[config.mk]
export PLATFORM = sky130hd
export DESIGN_NAME = lin_slave_sleep_wake
export DESIGN_NICKNAME = d
export VERILOG_FILES = /design/src/rtl/lin_sw_pkg.sv /design/src/rtl/lin_sw_limits.sv /design/src/rtl/lin_sw_tickcnt.sv /design/src/rtl/lin_slave_sleep_wake.sv
export SDC_FILE = /design/constraint.sdc
export NUM_CORES = 1
export LEC_CHECK = 0
export ABC_AREA = 1
export CAP_MARGIN = 10
export CORE_MARGIN = 2
export CORE_UTILIZATION = 50
export DETAILED_ROUTE_END_ITERATION = 7
export PLACE_DENSITY = 0.77
export SKIP_CTS_REPAIR_TIMING = 1
export SLEW_MARGIN = 20
export SYNTH_ARGS = -nofsm -noshare
export SYNTH_HDL_FRONTEND = slang
export SYNTH_SLANG_ARGS = --single-unit
[constraint.sdc]
create_clock -name clk -period 2.1 [get_ports clk]
set_input_delay 0.315 -clock clk [delete_from_list [all_inputs] [get_ports clk]]
set_output_delay 0.315 -clock clk [all_outputs]
set_load 0.005 [all_outputs]
[src/rtl/lin_sw_pkg.sv]
package lin_sw_pkg;
  typedef enum logic [1:0] {
    ST_AWAKE = 2'd0,
    ST_SLEEP = 2'd1,
    ST_DRIVE = 2'd2,
    ST_WAIT  = 2'd3
  } lin_sw_state_e;
endpackage

[src/rtl/lin_sw_limits.sv]
// Decodes the selectable idle period and wakeup repeat interval into tick counts.
module lin_sw_limits #(
  parameter int MS_PER_S       = 1000,
  parameter int REPEAT_BASE_MS = 180,
  parameter int REPEAT_STEP_MS = 20,
  parameter int CW             = 14
) (
  input  logic [1:0]    idle_sel,
  input  logic [1:0]    repeat_sel,
  output logic [CW-1:0] idle_lim,
  output logic [CW-1:0] rep_lim
);
  always_comb begin
    idle_lim = CW'((4 + 2 * int'(idle_sel)) * MS_PER_S);
    rep_lim  = CW'(REPEAT_BASE_MS + REPEAT_STEP_MS * int'(repeat_sel));
  end
endmodule

[src/rtl/lin_sw_tickcnt.sv]
// Saturating tick counter with a synchronous clear that wins over the tick.
module lin_sw_tickcnt #(
  parameter int W = 8
) (
  input  logic         clk,
  input  logic         rst_n,
  input  logic         clr,
  input  logic         tick,
  output logic [W-1:0] cnt
);
  localparam logic [W-1:0] TOP = '1;

  always_ff @(posedge clk) begin
    if (!rst_n || clr) cnt <= '0;
    else if (tick && cnt != TOP) cnt <= cnt + W'(1);
  end
endmodule

[src/rtl/lin_slave_sleep_wake.sv]
module lin_slave_sleep_wake #(
  parameter int MS_PER_S       = 1000,
  parameter int SYNC_WAIT_MS   = 150,
  parameter int REPEAT_BASE_MS = 180,
  parameter int REPEAT_STEP_MS = 20,
  parameter int MAX_TRIES      = 3,
  parameter int LEN_W          = 3
) (
  input  logic             clk,
  input  logic             rst_n,
  input  logic             tick_ms,
  input  logic             tick_50us,
  input  logic             bus_active,
  input  logic             sync_seen,
  input  logic             wake_req_set,
  input  logic             sleep_set,
  input  logic             flag_clear,
  input  logic [1:0]       idle_sel,
  input  logic [1:0]       repeat_sel,
  input  logic [LEN_W-1:0] wake_len,
  output logic             bus_drive_low,
  output logic             sleep,
  output logic             wake_pend,
  output logic             wake_flag,
  output logic             timeout_flag,
  output logic             idle_flag
);
  import lin_sw_pkg::*;

  localparam int IDLE_MAX = 10 * MS_PER_S;
  localparam int REP_MAX  = REPEAT_BASE_MS + 3 * REPEAT_STEP_MS;
  localparam int CNT_MAX  = (IDLE_MAX > REP_MAX) ? IDLE_MAX : REP_MAX;
  localparam int CW       = $clog2(CNT_MAX + 1);
  localparam int TRY_W    = $clog2(MAX_TRIES + 1);
  localparam logic [CW-1:0]    SYNC_LIM = CW'(SYNC_WAIT_MS);
  localparam logic [TRY_W-1:0] TRY_LIM  = TRY_W'(MAX_TRIES);

  lin_sw_state_e    state, nxt;
  logic [CW-1:0]    ms_cnt, ms_next, idle_lim, rep_lim;
  logic [LEN_W-1:0] us_cnt;
  logic [TRY_W-1:0] tries;
  logic             ms_clr, us_clr;
  logic             set_wf, set_to, set_if, end_pulse, try_one, try_inc;

  lin_sw_limits #(
    .MS_PER_S(MS_PER_S), .REPEAT_BASE_MS(REPEAT_BASE_MS),
    .REPEAT_STEP_MS(REPEAT_STEP_MS), .CW(CW)
  ) u_lim (
    .idle_sel(idle_sel), .repeat_sel(repeat_sel),
    .idle_lim(idle_lim), .rep_lim(rep_lim)
  );

  // Shared millisecond counter: idle time while awake, time since pulse end while waiting.
  lin_sw_tickcnt #(.W(CW)) u_ms (
    .clk(clk), .rst_n(rst_n), .clr(ms_clr), .tick(tick_ms), .cnt(ms_cnt)
  );

  // Pulse-length counter, only running while the bus is driven.
  lin_sw_tickcnt #(.W(LEN_W)) u_us (
    .clk(clk), .rst_n(rst_n), .clr(us_clr), .tick(tick_50us), .cnt(us_cnt)
  );

  assign ms_next = ms_cnt + CW'(1);

  always_comb begin
    nxt       = state;
    set_wf    = 1'b0;
    set_to    = 1'b0;
    set_if    = 1'b0;
    end_pulse = 1'b0;
    try_one   = 1'b0;
    try_inc   = 1'b0;
    unique case (state)
      ST_AWAKE: begin
        if (wake_pend) begin
          nxt = ST_DRIVE; set_wf = 1'b1; try_one = 1'b1;
        end else if (sleep_set) begin
          nxt = ST_SLEEP;
        end else if (!bus_active && tick_ms && ms_next == idle_lim) begin
          nxt = ST_SLEEP; set_if = 1'b1;
        end
      end
      ST_SLEEP: begin
        if (bus_active) begin
          nxt = ST_AWAKE; set_wf = 1'b1;
        end else if (wake_pend) begin
          nxt = ST_DRIVE; set_wf = 1'b1; try_one = 1'b1;
        end
      end
      ST_DRIVE: begin
        if (tick_50us && us_cnt == wake_len) begin
          nxt = ST_WAIT; end_pulse = 1'b1;
        end
      end
      ST_WAIT: begin
        if (sync_seen) begin
          nxt = ST_AWAKE;
        end else if (tick_ms) begin
          if (ms_next == SYNC_LIM) begin
            set_to = 1'b1;
            if (tries == TRY_LIM) nxt = ST_SLEEP;
          end
          if (ms_next == rep_lim && tries != TRY_LIM) begin
            nxt = ST_DRIVE; set_wf = 1'b1; try_inc = 1'b1;
          end
        end
      end
      default: nxt = ST_AWAKE;
    endcase
  end

  assign ms_clr = (nxt != state) || (state == ST_AWAKE && bus_active);
  assign us_clr = (state != ST_DRIVE);

  always_ff @(posedge clk) begin
    if (!rst_n) begin
      state        <= ST_AWAKE;
      wake_pend    <= 1'b0;
      tries        <= '0;
      wake_flag    <= 1'b0;
      timeout_flag <= 1'b0;
      idle_flag    <= 1'b0;
    end else begin
      state <= nxt;
      if (end_pulse) wake_pend <= 1'b0;
      else if (wake_req_set && (state == ST_AWAKE || state == ST_SLEEP)) wake_pend <= 1'b1;
      if (try_one) tries <= TRY_W'(1);
      else if (try_inc) tries <= tries + TRY_W'(1);
      wake_flag    <= set_wf | (wake_flag    & ~flag_clear);
      timeout_flag <= set_to | (timeout_flag & ~flag_clear);
      idle_flag    <= set_if | (idle_flag    & ~flag_clear);
    end
  end

  assign bus_drive_low = (state == ST_DRIVE);
  assign sleep         = (state == ST_SLEEP);
endmodule

After elaboration in Yosys (flattened, before gate mapping)
Cells that the tools add are included.
{"block": "word_totals", "regBits": 25, "output_inout_bits": 6}
{"block": "classes", "bitwise_logic": 8, "muxes": 33, "n_reduce_logical": 18, "mul": 2, "addsub": 5, "n_eq_ne": 13}
{"cell": "32-bit by 8-bit multiplier with 11-bit output (second input constant)", "n": 1}
{"cell": "14-bit equality test", "n": 2}
{"cell": "2-bit two-way mux", "n": 11}
{"cell": "1-bit two-way mux", "n": 19}
{"cell": "14-bit by 1-bit adder with 14-bit output (second input constant)", "n": 1}
{"cell": "9-bit by 14-bit adder with 14-bit output (first input constant)", "n": 1}
{"cell": "14-bit by 8-bit equality test with 1-bit output (second input constant)", "n": 1}
{"cell": "14-bit inequality test (second input constant)", "n": 1}
{"cell": "1-bit logical AND", "n": 8}
{"cell": "2-bit case mux with 4 select lines", "n": 1}
{"cell": "2-bit equality test (second input constant)", "n": 3}
{"cell": "3-bit by 2-bit multiplier with 5-bit output (first input constant)", "n": 1}
{"cell": "3-bit by 3-bit adder with 4-bit output (first input constant)", "n": 1}
{"cell": "1-bit logical OR", "n": 4}
{"cell": "2-bit inequality test (second input constant)", "n": 2}
{"cell": "2-bit OR reduction", "n": 2}
{"cell": "3-bit by 1-bit adder with 3-bit output (second input constant)", "n": 1}
{"cell": "1-bit bitwise AND", "n": 3}
{"cell": "3-bit equality test", "n": 1}
{"cell": "3-bit inequality test (second input constant)", "n": 1}
{"cell": "1-bit OR", "n": 3}
{"cell": "1-bit case mux with 3 select lines", "n": 1}
{"cell": "2-bit by 1-bit adder with 2-bit output (second input constant)", "n": 1}
{"cell": "2-bit by 1-bit equality test with 1-bit output (second input constant)", "n": 1}
{"cell": "6 further kinds", "n": 8}

Logic depth before layout (Yosys ltp)
{"block": "depth", "ltp_word": 11, "depth_mapped": 19, "mapped_depth_nobuf": 18}

By module
From an unflattened synthesis, not the netlist that was laid out.
{"block": "unflattened", "hier_cells": 493, "area_unflattened_um2": 2761.4}
{"mod": "lin_slave_sleep_wake", "cells_per_inst": 295, "seq_area_each_um2": 160.2, "n_inst": 1, "area_each_um2": 1471.4}
{"mod": "lin_sw_tickcnt at u_ms", "cells_per_inst": 134, "seq_area_each_um2": 280.3, "n_inst": 1, "area_each_um2": 848.3}
{"mod": "lin_sw_limits", "cells_per_inst": 40, "seq_area_each_um2": 0.0, "n_inst": 1, "area_each_um2": 279.0}
{"mod": "lin_sw_tickcnt at u_us", "cells_per_inst": 24, "seq_area_each_um2": 60.1, "n_inst": 1, "area_each_um2": 162.7}

Worst setup path after synthesis
OpenSTA, ideal clock, no wires.
{"block": "synth_timing", "kind": "reg-to-reg", "from": "register u_ms.cnt[0]", "to": "register u_ms.cnt[7]", "arrival_ns": 1.993, "slack_ns": -0.011, "period_less_slack_ns": 2.111, "setup_ns": 0.119, "t_required_ns": 1.981, "path_stages_with_launch": 15, "cell_sequence": "dfxtp_1 -> ha_1 -> inv_1 -> nor2_2 -> nand3_1 -> xor2_1 -> nor2_2 -> nand2_2 -> nor2_4 -> nor2_2 -> nor2_4 -> nand3_1 -> nand3_2 -> buf_6 -> nor2_2"}
{"block": "synth_between", "elab_chain_len": 10, "elab_cells_between_ends": 19, "classes_between": "add/sub: 1; eq/ne: 5; mux: 8; reduce/logical: 5"}
{"element": "from (decl)", "line_no": "lin_sw_tickcnt.sv:9", "source": "output logic [W-1:0] cnt"}
{"element": "from (signal assigned)", "line_no": "lin_sw_tickcnt.sv:15", "source": "else if (tick && cnt != TOP) cnt <= cnt + W'(1);"}
{"element": "14-bit by 1-bit adder with 14-bit output", "line_no": "lin_sw_tickcnt.sv:15, lin_slave_sleep_wake.sv:63"}
{"element": "14-bit by 8-bit equality test with 1-bit output, or another cell as far along", "line_no": "lin_slave_sleep_wake.sv:99", "source": "if (ms_next == SYNC_LIM) begin"}
{"element": "2-bit two-way mux, or another cell as far along", "line_no": "lin_slave_sleep_wake.sv:99"}
{"element": "2-bit two-way mux (on tied branches)", "line_no": "lin_slave_sleep_wake.sv:103, lin_slave_sleep_wake.sv:79"}
{"element": "2-bit two-way mux (on tied branches)", "line_no": "lin_slave_sleep_wake.sv:98, lin_slave_sleep_wake.sv:77"}
{"element": "2-bit two-way mux (on tied branches)", "line_no": "lin_slave_sleep_wake.sv:96, lin_slave_sleep_wake.sv:75"}
{"element": "2-bit case mux with 4 select lines", "line_no": "lin_slave_sleep_wake.sv:73", "source": "unique case (state)"}
{"element": "2-bit inequality test", "line_no": "lin_slave_sleep_wake.sv:112", "source": "assign ms_clr = (nxt != state) || (state == ST_AWAKE && bus_active);"}
{"element": "1-bit logical OR", "line_no": "lin_slave_sleep_wake.sv:112"}
{"element": "1-bit logical OR", "line_no": "lin_sw_tickcnt.sv:14", "source": "if (!rst_n || clr) cnt <= '0;"}
Parallel ways exist; a longest one is shown, timed or not.
A chain may end at the register's enable or synchronous reset.

Worst setup path in the final report
{"block": "layout_timing", "from": "register u_ms.cnt[0]", "to": "register u_ms.cnt[8]"}
Same word-level chain as after synthesis.

==> results.tsv <==
stage	metric	value	unit
run_status	outcome	finished with violations	
run_status	failing checks	setup timing	
placed_design	routability cong.	0.903	
power_and_ir_drop	Peak VDD IR	266	µV
routing	Via density	5.17	
logic_synthesis	post-synthesis instance total	324	
routing	DRC	0	
logic_synthesis	asr flop ratio synth	0	%
floorplanning	I/O pins	22	
floorplanning	Die Footprint	4600	µm²
logic_synthesis	count leader, synth	nand2_1	
logic_synthesis	most frequent cells after synthesis	100 x nand2_1, 42 x inv_1, 28 x nor2_1	
placed_design	Post-Place Setup Slack	-371	ps
timing	period utilization	109	%
logic_synthesis	Post-synth top flop	dfxtp_1	
global_routing	first-pass GRT wire length	8310	µm
hold_path	Worst Hold Path EP	idle_flag$_SDFF_PN0_	
floorplanning	core area	3970	µm²
hold_path	Worst Hold Launch	idle_flag$_SDFF_PN0_	
logic_synthesis	Yosys top cell area share	24.6	%
final_layout	FF/Latch Area	508	µm²
timing	# setup viols final	16	
floorplanning	Initial Utilization	51.3	%
critical_path	reg2reg end	u_ms.cnt[8]$_SDFFE_PP0P_	
global_routing	vias in the first global route	1882	
placed_design	PortBufs	21	
cts	Root Driver	clkbuf_8	
final_layout	Layout Cells excl Fill	439	
critical_path	Max FO, Critical Path	7	
routing	mean routed wirelength per cell	12.9	µm
routing	TritonRoute pass-1 iters	4	
critical_path	r2r setup slk	-190	ps
final_layout	Util after Layout	71.0	%
logic_synthesis	Mapped Nets	352	
floorplanning	die outline height	67.8	µm
routing	Detailed Route WL	5680	µm
job	Max-Cap Viols	0	
cts	Max clock buf depth	2	
final_layout	multi-input logic area	1440	µm²
final_layout	Synth-to-Final Area Change	38.5	%
final_layout	Ant. Diodes	0	
critical_path	Arrival @ worst endpoint	2500	ps
logic_synthesis	Post-synth EDFFs	0	
logic_synthesis	synth unique cells	31	
floorplanning	Std-Cell Rows	23	
final_layout	final instance area	2820	µm²
hold_path	hold crit path type	flop to flop	
cts	clock latency on the worst-skew pair	270	ps
routing	DR iter-0 viols	103	
logic_synthesis	largest area contributor in the netlist	dfxtp_1	
critical_path	Worst R2R Start	u_ms.cnt[0]$_SDFFE_PP0P_	
final_layout	final-layout fill cell count	347	
timing	worst clock skew	11.5	ps
timing	minimum clock period	2290	ps
final_layout	share of cells above drive strength 1	27.2	%
logic_synthesis	mapped cell area	2040	µm²
placed_design	post-detail-place hpwl	4290	µm
floorplanning	Die Width	67.8	µm
global_routing	initial antenna violation count	0	
placed_design	Cell Count Post-Placement	431	
logic_synthesis	Synth area leaders	dfxtp_1 25%, nand2_1 18%, inv_1 7.7%, ha_1 7.4%, nand3_1 5.9%	
routing	Via Count	2271	
global_routing	Congestion Overflow GR	0	
final_layout	Final Net Count	418	
cts	Clock transition at path regs	90	ps
placed_design	placed inst area	2590	µm²
logic_synthesis	Syn Area/Cell	6.28	µm²
power_and_ir_drop	P per Cell Area	457	nW/µm²
cts	H-tree depth	1	
logic_synthesis	Yosys reg bits	25	
cts	CTS tree	done	
routing	DRT antenna net count	0	
timing	final hold vios	0	
hold_path	hold path depth	2	
logic_synthesis	Ys Warns	0	
power_and_ir_drop	power after layout	0.00129	W
critical_path	Crit path required time	2310	ps
timing	RSZ-0062 raised after global routing	true	
global_routing	largest net degree at the start of global routing	22	
cts	Sink Count	25	
timing	setup ws final	-190	ps
critical_path	Register-to-Register Path Depth	19	
critical_path	Setup crit end kind	flop	
logic_synthesis	Seq/Total Area, Yosys	24.6	%
timing	Max Slew Vio Count	0	
critical_path	CP Class	flop to flop	
global_routing	all-layer global routing usage	23.8	%
timing	Max Freq	437	MHz
critical_path	Startpoint Class	flop	
cts	Inserted Clock Buffers	3	
power_and_ir_drop	LEAKAGE	1.33	nW
[power breakdown]
group | internal [W] | switching [W] | leakage (nW) | total (W)
registers | 0.000506 | 0.0000411 | 0.205 | 0.000547
clock network | 0.000133 | 0.000156 | 0.0255 | 0.000289
logic | 0.000218 | 0.000236 | 1.10 | 0.000453
[flip-flops by register name, summed over array words and instances (netlist names)]
signal,cells
wake_pend,1
idle_flag,1
wake_flag,1
timeout_flag,1
u_ms.cnt,14
tries,2
u_us.cnt,3
state,2
[through the flow]
step	TNS, ps	hold WS (ps)
floorplan	0	413
global placement	-4170	454
detailed placement	-5490	457
CTS	-2290	469
global route	-5720	503
finish	-2550	472
[critical path, cell delays in order, from the launching register on]
cell       delay [ps]
dfxtp_2           360
buf_6             120
nand2_4            50
nor2_4            160
buf_12            130
nand2_4            70
nor2_4             90
nand2_2            60
nand2_2           100
nand2_2            70
nor2_4            120
nand2_2            90
nor2_4            130
nor2_4             50
nor2_4            130
nand2_1            90
nand2_2            80
nand3_4            90
clkbuf_16         180
nor2_2             70
[how the worst max path moves through the flow]
| stage | from | endpoint | slack, ps |
|---|---|---|---|
| 2_1_floorplan | u_ms.cnt[0]$_SDFFE_PP0P_ | u_ms.cnt[7]$_SDFFE_PP0P_ | 4 |
| 5_1_grt | u_ms.cnt[0]$_SDFFE_PP0P_ | u_ms.cnt[8]$_SDFFE_PP0P_ | -370 |
| 6_report | u_ms.cnt[0]$_SDFFE_PP0P_ | u_ms.cnt[8]$_SDFFE_PP0P_ | -190 |
| 3_3_place_gp | idle_sel[0] | u_ms.cnt[1]$_SDFFE_PP0P_ | -280 |
| 3_5_place_dp | idle_sel[0] | u_ms.cnt[3]$_SDFFE_PP0P_ | -370 |
| 4_1_cts | u_ms.cnt[1]$_SDFFE_PP0P_ | u_ms.cnt[3]$_SDFFE_PP0P_ | -180 |
[placed cells by master (no fill, tap or decap), types with 2 or more instances in the layout]
cell and n:
a31oi_1 2, nand2_2 15, clkdlybuf4s50_1 20, nand2_1 91, o21ai_0 14, buf_12 2
buf_4 40, buf_6 2, nand3_2 3, dfxtp_2 3, nand2_4 2, xor2_1 3
inv_1 42, dfxtp_1 21, a21oi_1 9, nor2_2 14, xnor2_1 3, nand3b_1 3
ha_1 11, nor2_1 24, nor3_1 5, nor2_4 12, nand4_1 5, o21ai_1 2
clkbuf_8 3, nand3_1 22
[per-layer routing]
| metal | global-route usage (%) | up-vias | wire (µm) |
|---|---|---|---|
| li1 | - | 1151 | - |
| met1 | 32.4 | 1055 | 2390 |
| met2 | 40.4 | 58 | 2940 |
| met3 | 2.17 | 7 | 286 |
| met4 | 6.00 | 0 | 68 |
| met5 | 0 | - | 0 |
[cells by family after synthesis]
kind of cell | synth area share [%]
AO/OA/AOI/OAI | 8.30
XOR/XNOR | 4.12
adder cells (fa/ha/maj) | 7.38
buffers and inverters | 9.77
flip-flops | 24.6
other | 0.184
AND/OR/NAND/NOR | 45.7
[final cells by class]
class | count | area share, %
clock inverters | 1 | 0.178
well taps | 50 | 2.22
repair buffers | 66 | 21.3
clock buffers | 3 | 1.46
multi-input cells | 251 | 51.1
inverters | 43 | 5.73
flip-flops and latches | 25 | 18.0
(Power assumes the default switching activity.)
